`src/rtl/sig_divider.sv`:
```
module sig_divider #(
  parameter int             DEG  = 5,
  parameter logic [DEG-1:0] TAPS = 5'b10101
) (
  input  logic           clk,
  input  logic           srst,
  input  logic           bit_en,
  input  logic           bit_in,
  output logic [DEG-1:0] sig_q,
  output logic           quo_bit,
  output logic           quo_vld
);

  logic [DEG-1:0] rem_q;
  logic [DEG-1:0] rem_d;
  logic           fb;
  logic           step;

  assign fb    = rem_q[DEG-1];
  assign step  = bit_en & ~srst;
  assign rem_d = {rem_q[DEG-2:0], bit_in} ^ (TAPS & {DEG{fb}});

  always_ff @(posedge clk) begin
    if (srst)        rem_q <= '0;
    else if (bit_en) rem_q <= rem_d;
  end

  assign sig_q   = rem_q;
  assign quo_vld = step;
  assign quo_bit = step & fb;

endmodule

```
`config.mk`:
```
export PLATFORM = sky130hd
export DESIGN_NAME = sig_divider
export DESIGN_NICKNAME = d
export VERILOG_FILES = /design/src/rtl/sig_divider.sv
export SDC_FILE = /design/constraint.sdc
export NUM_CORES = 1
export LEC_CHECK = 0
export BUFFER_PORTS_ARGS = -buffer_cell sky130_fd_sc_hd__buf_2
export CORE_AREA = 2 2 39 41
export DETAILED_ROUTE_END_ITERATION = 16
export DIE_AREA = 0 0 41 43
export PLACE_DENSITY = 0.36
export REMOVE_ABC_BUFFERS = 1
export SLEW_MARGIN = 0
export SYNTH_ARGS = -nofsm -noshare
export SYNTH_HDL_FRONTEND = slang
export SYNTH_SLANG_ARGS = --single-unit
```
`constraint.sdc`:
```
create_clock -name clk -period 0.9 [get_ports clk]
set_clock_uncertainty 0.05 [all_clocks]
set_input_delay 0.045 -clock clk [delete_from_list [all_inputs] [get_ports clk]]
set_output_delay 0.045 -clock clk [all_outputs]
set_load 0.01 [all_outputs]
```
==> metrics.md <==
| Metric | Value |
|---|---|
| DR vias/cell | `3.98` |
| DP Wirelength | `405 um` |
| Die width | `41 um` |
| Crit start category | `register` |
| Final hold violation count | `0` |
| GRT Util Overall | `0.0754` |
| Antenna cells | `0` |
| Num CTS Buffers | `3` |
| Crit path largest cell delay | `0.34 ns` |
| Number of setup violations in the final report | `3` |
| Slew Limit Fails | `0` |
| Yosys warns | `0` |
| Setup WS post-layout | `-0.0211 ns` |
| Site Rows | `14` |
| Reg2Reg Setup Slack | `-0.02 ns` |
| Delay-heaviest family, CP | `flip-flops` |
| Final Critical Period | `0.921 ns` |
| Crit-path slowest cell | `dfxtp_4` |
| WP data arrival | `1.04 ns` |
| Largest net degree at the start of global routing | `10` |
| Leakage power | `0.160 nW` |
| Final core area utilization | `0.258` |
| Largest area contributor in the netlist | `dfxtp_1` |
| Cells after DPL | `47` |
| Worst endpoint required time | `1.01 ns` |
| Worst hold path type | `in2reg` |
| Buf/Inv on CP | `1` |
| Htree depth | `1` |
| Routed WL per cell | `11.6 um` |
| #FFs+latches synth | `5` |
| Sequential fraction of the synthesis area | `0.444` |
| Post-DRT Antenna Nets | `0` |
| Clock-pin slew on the worst setup and hold paths | `0.04 ns` |
| Vias in the first global route | `199` |
| Least-Margin Pin Slew | `0.195 ns` |
| First-pass GRT wire length | `828 um` |
| Layout cells sized above 1 | `0.639` |
| Max cap viols | `0` |
| Largest cells by area after synthesis | `dfxtp_1, mux2i_1, xnor2_1` |
| Initial antenna violation count | `0` |
| Iter 0 DRT Violations | `2` |
| Die height | `43 um` |
| Max VDD drop | `0.490 mV` |
| Hold WS | `0.0463 ns` |
| Via count | `207` |
| Layout overhead on the synthesized area | `58.3%` |
| CTS root buffer | `clkbuf_4` |
| Worst skew pair latency | `0.24 ns` |
| Port bufs | `10` |
| Starting density of the core | `0.163` |
| Total Die Area | `1760 um2` |
| Initial DRT Pass Iterations | `3` |
| Final wirelength | `602 um` |
| Ports | `11` |
| Setup TNS Final | `-0.0492 ns` |
| GPL Wtd Cong | `0.744` |
| Grt total ovfl | `0` |
| Final period utilization | `1.02` |
| Core footprint | `1380 um2` |
| Non-filler cells, final | `52` |
| Clock Tree Buf Depth | `2` |
| PD cells | `1620 nW/um2` |
| Slew HR | `0.870` |
| Synth top area share | `0.444` |
| Violated checks | `negative setup slack` |
| Critical-path cell list | `buf_6 > xnor2_2 > a211oi_2` |
| Max reg flops | `5` |
| Outcome | `complete, but fails checks` |
| Max Fclk | `1090 MHz` |
| Critical path type | `reg2reg` |
| Residual DRC count | `0` |
| Gate Count Post-Synth | `23` |
| Crit. End Element | `register` |
| Design area | `357 um2` |
| Synth cell types | `12` |
| CTS tree | `yes` |
| Sink Count | `5` |
| Hold Buf Count CTS | `0` |
| Synth Area per Inst | `9.79 um2` |
| RSZ-0062 raised after global routing | `yes` |
| Area post-placement | `283 um2` |
| Final #Nets | `41` |
| Crit Path Max Fanout | `4` |
| Netlist area before placement | `225 um2` |
## layer usage
layer  wire length [um]  track usage
met2                265       0.0781
met5                  0            0
met1                268        0.100
met4                  0       0.0800
met3                 68       0.0366
## Yosys cell counts
library cell  number
nor2_1             4
and2_2             1
buf_2              1
and2b_1            1
nand3b_1           1
a211oi_1           2
a21oi_1            1
a21bo_2            1
buf_4              2
mux2i_1            2
xnor2_1            2
dfxtp_1            5
## placed cells by master (no fill, tap or decap)
| cell type | count |
|---|---|
| dfxtp_1 | 2 |
| dfxtp_4 | 1 |
| xnor2_2 | 1 |
| a211oi_2 | 1 |
| mux2i_1 | 2 |
| and2b_1 | 1 |
| dfxtp_2 | 2 |
| xnor2_1 | 1 |
| clkbuf_4 | 3 |
| a21bo_4 | 1 |
| buf_6 | 2 |
| a21oi_2 | 1 |
| a211oi_1 | 1 |
| buf_4 | 1 |
| nand3b_1 | 1 |
| clkbuf_1 | 1 |
| nor2_1 | 4 |
| and2_4 | 1 |
| buf_2 | 9 |
## timing repair
| action | 4_1_cts | 5_1_grt |
|---|---|---|
| gates resized for setup | 6 | 5 |
| buffers inserted | 1 | 0 |
| endpoints found under the setup margin | 3 | 4 |
| pin swaps | 2 | 1 |
## final timing paths
| check | startpoint | endpoint | depth (start not counted) |
|---|---|---|---|
| hold / removal | bit_in | sig_q[0]$_SDFFE_PP0P_ | 3 |
| setup / recovery | sig_q[4]$_SDFFE_PP0P_ | sig_q[2]$_SDFFE_PP0P_ | 3 |
| hold reg to reg | sig_q[0]$_SDFFE_PP0P_ | sig_q[0]$_SDFFE_PP0P_ | 2 |
| setup reg to reg | sig_q[4]$_SDFFE_PP0P_ | sig_q[2]$_SDFFE_PP0P_ | 3 |
## kinds of logic (layout without fill, tap and decap cells)
| kind of cell | count (synthesis) | count (layout) | share of synthesized area |
|---|---|---|---|
| multiplexers | 2 | 2 | 0.0889 |
| XOR/XNOR | 2 | 2 | 0.0778 |
| flip-flops | 5 | 5 | 0.444 |
| AND/OR/NAND/NOR | 7 | 7 | 0.167 |
| AO/OA/AOI/OAI | 4 | 4 | 0.133 |
| buffers and inverters | 3 | 16 | 0.0888 |
## layout make-up
cell class	instances	area (um2)
multi-input cells	15	129
clock buffers	4	26.3
repair buffers	12	75.1
flip-flops and latches	5	106
well taps	16	20.0
fillers	161	1030
## worst register-to-register path, stage by stage, from the launching register on
cell	delay (ns)
dfxtp_4	0.34
buf_6	0.12
xnor2_2	0.13
a211oi_2	0.20
## power by group
part / total, mW / switching, mW / internal [mW]
Sequential: 0.242 / 0.0100 / 0.232
Combinational: 0.0746 / 0.0365 / 0.0381
Clock: 0.262 / 0.0939 / 0.168
Total: 0.578 / 0.140 / 0.437
## through the flow
step           setup WS [ns]  power, mW
2_1_floorplan         0.0187      0.274
3_3_place_gp          0.0560      0.308
3_5_place_dp          0.0158      0.310
4_1_cts              -0.0260      0.585
5_1_grt              -0.0572      0.613
6_report             -0.0211      0.578
Power figures use the tool's default switching activity.
